### config.mk
export PLATFORM = sky130hd
export DESIGN_NAME = snap_timer64
export DESIGN_NICKNAME = d
export VERILOG_FILES = /design/src/rtl/snap_pkg.sv /design/src/rtl/snap_free_counter.sv /design/src/rtl/snap_latch_ctrl.sv /design/src/rtl/snap_bus_port.sv /design/src/rtl/snap_timer64.sv
export SDC_FILE = /design/constraint.sdc
export NUM_CORES = 1
export LEC_CHECK = 0
export ABC_CLOCK_PERIOD_IN_PS = 5500
export BUFFER_PORTS_ARGS = -buffer_cell sky130_fd_sc_hd__buf_2
export CORE_MARGIN = 4
export CORE_UTILIZATION = 35
export CTS_CLUSTER_DIAMETER = 60
export DETAILED_ROUTE_END_ITERATION = 10
export PLACE_DENSITY = 0.62
export SYNTH_ARGS = -nofsm -noshare
export SYNTH_HDL_FRONTEND = slang
export SYNTH_HIERARCHICAL = 1
export SYNTH_SLANG_ARGS = --single-unit
### constraint.sdc
create_clock -name clk -period 5.5 [get_ports clk]
set_input_delay 0.275 -clock clk [delete_from_list [all_inputs] [get_ports clk]]
set_output_delay 0.275 -clock clk [all_outputs]
set_load 0.005 [all_outputs]
### src/rtl/snap_pkg.sv
package snap_pkg;
  localparam int unsigned BUS_W    = 32;
  localparam int unsigned OFS_CTRL = 'hA0;
  localparam int unsigned OFS_LO   = 'hA4;
  localparam int unsigned OFS_HI   = 'hA8;
  localparam int unsigned REQ_BIT  = 1;

  typedef enum logic [1:0] {
    SEL_NONE,
    SEL_CTRL,
    SEL_LO,
    SEL_HI
  } reg_sel_e;
endpackage

### src/rtl/snap_free_counter.sv
module snap_free_counter #(
  parameter int unsigned CNT_W = 64
) (
  input  logic             clk,
  input  logic             rst,
  input  logic             tick,
  output logic [CNT_W-1:0] count
);
  always_ff @(posedge clk) begin
    if (rst) count <= '0;
    else if (tick) count <= count + CNT_W'(1);
  end

  // one step per enabled edge, wrapping past all ones
  a_r2_step: assert property (@(posedge clk) disable iff (rst)
    tick |=> count == $past(count) + CNT_W'(1));
  a_r2_hold: assert property (@(posedge clk) disable iff (rst)
    !tick |=> $stable(count));
endmodule

### src/rtl/snap_latch_ctrl.sv
module snap_latch_ctrl #(
  parameter int unsigned CNT_W       = 64,
  parameter int unsigned SYNC_CYCLES = 2
) (
  input  logic             clk,
  input  logic             rst,
  input  logic             req_wr,
  input  logic [CNT_W-1:0] live,
  output logic             pending,
  output logic [CNT_W-1:0] shadow
);
  localparam int unsigned WAIT_W = (SYNC_CYCLES > 1) ? $clog2(SYNC_CYCLES) : 1;
  localparam logic [WAIT_W-1:0] LAST = WAIT_W'(SYNC_CYCLES - 1);

  logic [WAIT_W-1:0] wait_q;

  always_ff @(posedge clk) begin
    if (rst) begin
      pending <= 1'b0;
      wait_q  <= '0;
      shadow  <= '0;
    end else if (!pending) begin
      if (req_wr) begin
        pending <= 1'b1;
        wait_q  <= '0;
      end
    end else if (wait_q == LAST) begin
      pending <= 1'b0;
      wait_q  <= '0;
      shadow  <= live;
    end else begin
      wait_q <= wait_q + WAIT_W'(1);
    end
  end

  // an accepted request raises the pending bit
  a_r3_start: assert property (@(posedge clk) disable iff (rst)
    (req_wr && !pending) |=> pending);
  // wait advances without restart while outstanding
  a_r6_no_restart: assert property (@(posedge clk) disable iff (rst)
    (pending && wait_q != LAST) |=> (pending && wait_q == $past(wait_q) + WAIT_W'(1)));
  // capture takes the live value of the completion edge
  a_r4_capture: assert property (@(posedge clk) disable iff (rst)
    ($fell(pending) && !$past(rst)) |-> shadow == $past(live));
  // shadow is frozen when no request is outstanding
  a_r5_hold: assert property (@(posedge clk) disable iff (rst)
    !pending |=> $stable(shadow));
endmodule

### src/rtl/snap_bus_port.sv
module snap_bus_port
  import snap_pkg::*;
#(
  parameter int unsigned ADDR_W = 8,
  parameter int unsigned CNT_W  = 64
) (
  input  logic              clk,
  input  logic              rst,
  input  logic [ADDR_W-1:0] addr,
  input  logic              wr,
  input  logic [BUS_W-1:0]  wdata,
  input  logic              rd,
  input  logic              pending,
  input  logic [CNT_W-1:0]  shadow,
  output logic              req_wr,
  output logic [BUS_W-1:0]  rdata
);
  reg_sel_e         sel;
  logic [BUS_W-1:0] half_lo;
  logic [BUS_W-1:0] half_hi;
  logic             unused_wdata;

  always_comb begin
    if (addr == ADDR_W'(OFS_CTRL))    sel = SEL_CTRL;
    else if (addr == ADDR_W'(OFS_LO)) sel = SEL_LO;
    else if (addr == ADDR_W'(OFS_HI)) sel = SEL_HI;
    else                              sel = SEL_NONE;
  end

  generate
    if (CNT_W > BUS_W) begin : g_wide
      assign half_lo = shadow[BUS_W-1:0];
      assign half_hi = BUS_W'(shadow[CNT_W-1:BUS_W]);
    end else begin : g_narrow
      assign half_lo = BUS_W'(shadow);
      assign half_hi = '0;
    end
  endgenerate

  assign req_wr       = wr && (sel == SEL_CTRL) && wdata[REQ_BIT];
  assign unused_wdata = ^wdata;

  always_ff @(posedge clk) begin
    if (rst) begin
      rdata <= '0;
    end else if (rd) begin
      case (sel)
        SEL_CTRL: rdata <= BUS_W'(pending) << REQ_BIT;
        SEL_LO:   rdata <= half_lo;
        SEL_HI:   rdata <= half_hi;
        default:  rdata <= '0;
      endcase
    end
  end

  // read data is held between read strobes
  a_r9_hold: assert property (@(posedge clk) disable iff (rst)
    !rd |=> $stable(rdata));
  // a control read never shows bits other than the request bit
  a_r3_ctrl_bits: assert property (@(posedge clk) disable iff (rst)
    (rd && sel == SEL_CTRL) |=> (rdata & ~(BUS_W'(1) << REQ_BIT)) == '0);
endmodule

### src/rtl/snap_timer64.sv
module snap_timer64
  import snap_pkg::*;
#(
  parameter int unsigned CNT_W       = 64,
  parameter int unsigned SYNC_CYCLES = 2,
  parameter int unsigned ADDR_W      = 8
) (
  input  logic              clk,
  input  logic              rst,
  input  logic              tick,
  input  logic [ADDR_W-1:0] bus_addr,
  input  logic              bus_wr,
  input  logic [31:0]       bus_wdata,
  input  logic              bus_rd,
  output logic [31:0]       bus_rdata
);
  logic [CNT_W-1:0] live;
  logic [CNT_W-1:0] shadow;
  logic             pending;
  logic             req_wr;

  snap_free_counter #(.CNT_W(CNT_W)) u_count (
    .clk   (clk),
    .rst   (rst),
    .tick  (tick),
    .count (live)
  );

  snap_latch_ctrl #(.CNT_W(CNT_W), .SYNC_CYCLES(SYNC_CYCLES)) u_latch (
    .clk     (clk),
    .rst     (rst),
    .req_wr  (req_wr),
    .live    (live),
    .pending (pending),
    .shadow  (shadow)
  );

  snap_bus_port #(.ADDR_W(ADDR_W), .CNT_W(CNT_W)) u_port (
    .clk     (clk),
    .rst     (rst),
    .addr    (bus_addr),
    .wr      (bus_wr),
    .wdata   (bus_wdata),
    .rd      (bus_rd),
    .pending (pending),
    .shadow  (shadow),
    .req_wr  (req_wr),
    .rdata   (bus_rdata)
  );
endmodule

## After elaboration in Yosys (flattened, before gate mapping)

Index checks and enable logic that the tools add are counted.

| cells by class | value |
|---|---|
| $add $sub $neg | 2 |
| equality and inequality tests | 6 |
| multiplexer cells | 10 |
| reduce and logical (&&, ||, !) cells | 4 |

Operator list:

| cell | number |
|---|---|
| case mux 32 bit (3 select lines) | 1 |
| adder 64 x 1 -> 64 bit, second input constant | 1 |
| == test 8 bit, second input constant | 3 |
| 2-to-1 mux 1 bit | 6 |
| 2-to-1 mux 2 bit | 3 |
| == test 2 bit, second input constant | 2 |
| == test 2 x 1 -> 1 bit, second input constant | 1 |
| logical AND 1 bit | 2 |
| AND reduction 2 bit | 1 |
| nonzero test 2 bit | 1 |
| adder 1 bit, second input constant | 1 |

| storage, ports and cells | value |
|---|---|
| flip-flop bits (word level) | 162 |
| input port bits | 45 |
| output and inout port bits | 32 |
| word-level logic and storage cells | 27 |

## Longest topological paths before layout

| depth | value |
|---|---|
| word-level depth | 9 |
| mapped depth | 7 |
| gate-level depth less buffers | 6 |

## Cells and area by module

The synthesis kept the hierarchy.

By module, submodules not included:

| module | times used | cells each | area each (sq um) |
|---|---|---|---|
| snap_free_counter | 1 | 347 | 3,027.9 |
| snap_latch_ctrl | 1 | 299 | 2,835.2 |
| snap_bus_port | 1 | 156 | 1,780.5 |

## Worst setup path before layout

Ideal clock, no wire load.

| timing | value |
|---|---|
| path type | reg2reg |
| from | register u_count.count[0] |
| to | register u_count.count[58] |
| setup time | 0.070 ns |
| arrival | 1.807 ns |
| slack | 3.623 ns |
| cell stages (with the launch flop) | 7 |
| buffers on the path | 0 |
| path through | dfxtp_1 ha_1 nand4_4 nor4_4 nand4_1 or3_1 a21oi_1 |

| between the ends | value |
|---|---|
| cells in the longest elaborated chain, start to end | 1 |

RTL lines:

| what | line | RTL |
|---|---|---|
| start, declared | snap_free_counter.sv:7 | `output logic [CNT_W-1:0] count` |
| start signal, assigned | snap_free_counter.sv:11 | `else if (tick) count <= count + CNT_W'(1);` |
| adder 64 x 1 -> 64 bit | snap_free_counter.sv:11 |  |

Every way passes these cells.
A chain may end at the register's enable or synchronous reset.

## Worst setup path after layout

| timing | value |
|---|---|
| from | register u_count.count[17] |
| to | register u_count.count[60] |

Same word-level chain as after synthesis.

==> results.py <==
metrics = {
    "setup_path": {
        "cp_max_fo": 12,
        "worstPathRequired_ns": 5.86,
        "setup.worst_path.start": "u_count/count[17]$_SDFFE_PP0P_",
        "critical_path.startpoint_type": "flop",
        "worst-r2r-cell-count": 5,
        "cp.arrival_ns": 3.34,
        "startpoint_of_the_worst_register_to_register_path": "u_count/count[17]$_SDFFE_PP0P_",
        "crit_path_end_kind": "flop",
        "criticalPathCategory": "reg -> reg",
    },
    "global_route": {
        "maximum_number_of_pins_on_one_net_before_global_route_repair": 91,
        "grt_use_total": 0.149,
        "grt_pass1_vias": 5371,
        "grt_pass1_wl_um": 29300,
        "grt.overflow.total": 0,
        "antenna_found_initial": 0,
    },
    "clocking": {
        "clk_pin_slew_ns": 0.07,
        "clock_path_buffers": 2,
        "root_buffer_master": "sky130_fd_sc_hd__clkbuf_16",
        "htree_levels": 4,
        "numCtsBuffers": 17,
        "cts_hold_repair.buffers": 0,
        "cts_setup_buffers": 0,
        "cts_num_sinks": 162,
        "ctsResizeCount": 0,
        "cts_tree": "built",
        "worstSkewPairLatency_ns": 0.43,
    },
    "die": {
        "placement_rows": 53,
        "initial_utilization": 0.360,
        "die-area_mm2": 0.0243,
        "chip_width_um": 156,
        "floorplan.io_pins": 77,
        "placeableCoreArea_mm2": 0.0212,
        "die_y_um": 156,
    },
    "synthesis": {
        "ys_ff_latch": 162,
        "netlist-cell-type-count": 45,
        "ys.flop_type": "sky130_fd_sc_hd__dfxtp_1",
        "synth_largest_type_area_fraction": 0.424,
        "net_count_after_synthesis": 848,
        "mappedNetlistArea_mm2": 0.00764,
        "synth_cells": 802,
        "synth-edff-count": 0,
        "synth_largest_area_cell": "sky130_fd_sc_hd__dfxtp_1",
        "ys_async_sr_fraction": 0,
        "yosysWarnings": 6,
        "synth_area_per_cell_um2": 9.53,
        "synthTopCellsByCount": "sky130_fd_sc_hd__dfxtp_1 (162), sky130_fd_sc_hd__a21oi_1 (91), sky130_fd_sc_hd__nand3_1 (84)",
        "post_synth_main_area_contributors": "sky130_fd_sc_hd__dfxtp_1 (42%), sky130_fd_sc_hd__a21bo_2 (8.4%), sky130_fd_sc_hd__o32ai_2 (6.2%)",
        "synth_sequential_area_ratio": 0.424,
        "post-synth-top-count-cell": "sky130_fd_sc_hd__dfxtp_1",
    },
    "worst_hold_path": {
        "min-delay-path-class": "in -> reg",
        "min_delay_path_depth": 4,
        "hp-start": "bus_addr[3]",
    },
    "sta": {
        "hold_viol": 0,
        "final_worst_path_cycle_share": 0.542,
        "post-route-min-period_ns": 2.98,
        "final.hold.worst_slack_ns": 0.179,
        "report.final.slew_viol_count": 0,
        "final_worst_clock_skew_ns": 0.00832,
        "slew_headroom": 0.324,
        "max_freq_mhz": 336,
        "setup_viol": 0,
        "fin_tns_setup_ns": 0,
        "rsz0062_at_grt": "no",
        "tightest_slew_ns": 1.01,
        "fin_ws_ns": 2.52,
    },
    "routing": {
        "via_per_inst": 5.42,
        "detail_route.iter0.violations": 583,
        "drt-total-wl_um": 18000,
        "drcViolationCount": 0,
        "antenna_nets_post_route": 0,
        "detail_route.first_pass.iterations": 5,
        "drt-wirelength-per-cell_um": 16.5,
        "total_via_count_after_detailed_routing": 5909,
    },
    "finish": {
        "insertedDiodeCount": 0,
        "areaGrowthSynthToFinish_pct": 11.4,
        "post_route_cells_drive_above_1_share": 0.240,
        "num-nets-final": 848,
        "final_design_area_no_fill_mm2": 0.00851,
    },
    "power_and_ir_drop": {
        "fin_total_pwr_mw": 2.45,
        "power_per_cell_area_mw_per_mm2": 288,
        "static-leakage-power_nw": 2.79,
        "ir_drop_mv": 0.210,
    },
    "placed_design": {
        "port_buffers": 45,
        "dpl_cell_area_mm2": 0.00790,
        "dp_worst_setup_slack_ns": 2.55,
        "gpl.final_weighted_congestion": 0.810,
        "place_hpwl_um": 11300,
    },
    "job": {
        "maxCapViolCount": 0,
    },
    "outcome": {
        "outcome": "complete, no violations",
    },
}
-- metrics by stage --
step	util	instances
final	0.401	1090
after global routing	0.401	1090
after CTS	0.401	1090
after detailed placement	0.372	1058
after global placement	0.372	1058
after floorplan	-	802
-- sequential cells by signal (all words and copies together), names as in the netlist --
signal / count
u_count/count: 64
u_latch/pending: 1
u_latch/shadow: 64
u_latch/wait_q: 1
u_port/rdata: 32
-- layout by cell type, fill, tap and decap left out, types with 19 or more instances in the layout --
master and n:
sky130_fd_sc_hd__buf_2 44, sky130_fd_sc_hd__xor2_1 25, sky130_fd_sc_hd__dfxtp_1 160, sky130_fd_sc_hd__nand4_1 28
sky130_fd_sc_hd__a22oi_1 31, sky130_fd_sc_hd__o32ai_2 29, sky130_fd_sc_hd__a21bo_2 64, sky130_fd_sc_hd__nor2_1 44
sky130_fd_sc_hd__a21oi_1 91, sky130_fd_sc_hd__or3_1 19, sky130_fd_sc_hd__nand2b_1 35, sky130_fd_sc_hd__nand3_1 84
-- metal layers --
metal  share of wire  GRT usage  vias to the layer above
met4           0.013     0.0425                        0
li1                -          -                     2949
met3           0.047     0.0338                       15
met5               0          0                        -
met1            0.53      0.228                     2829
met2            0.41      0.207                      116
-- path summary, 6_finish.rpt --
| path | to | slack (ns) |
|---|---|---|
| worst min register to register | u_latch/shadow[51]$_SDFFE_PP0P_ | 0.50 |
| worst max register to register | u_count/count[60]$_SDFFE_PP0P_ | 2.52 |
| worst max-delay path | u_count/count[60]$_SDFFE_PP0P_ | 2.52 |
| worst min-delay path | u_latch/pending$_SDFF_PP0_ | 0.18 |
-- critical path, cell delays in order (launching register included) --
cell,delay [ns]
sky130_fd_sc_hd__dfxtp_1,0.44
sky130_fd_sc_hd__nand4_2,0.22
sky130_fd_sc_hd__nor4_4,0.76
sky130_fd_sc_hd__nand4b_1,0.64
sky130_fd_sc_hd__or4_1,0.69
sky130_fd_sc_hd__a21oi_1,0.15
-- area by class of cell --
cell class	count	area, um2
clock inverter	15	184
clock buffer	17	425
inverter	8	30.0
multi-input combinational	564	4020
fill	2116	12700
tap	275	344
sequential	162	3250
timing repair buffer	49	262
-- power breakdown --
part	internal [mW]	total [mW]	switching, mW
registers	1.17	1.18	0.00273
logic	0.0160	0.0607	0.0448
clock network	0.717	1.22	0.500
-- logic make-up after synthesis --
logic type                 count (synthesis)  synth area share
DFF                                      162             0.424
adders and majority gates                  1           0.00164
muxes                                      3           0.00409
xor gates and xnor gates                  37            0.0424
buffers and inverters                     76            0.0516
AOI/OAI and AO/OA                        244             0.259
and+or+nand+nor                          279             0.217
(Power assumes the default switching activity.)
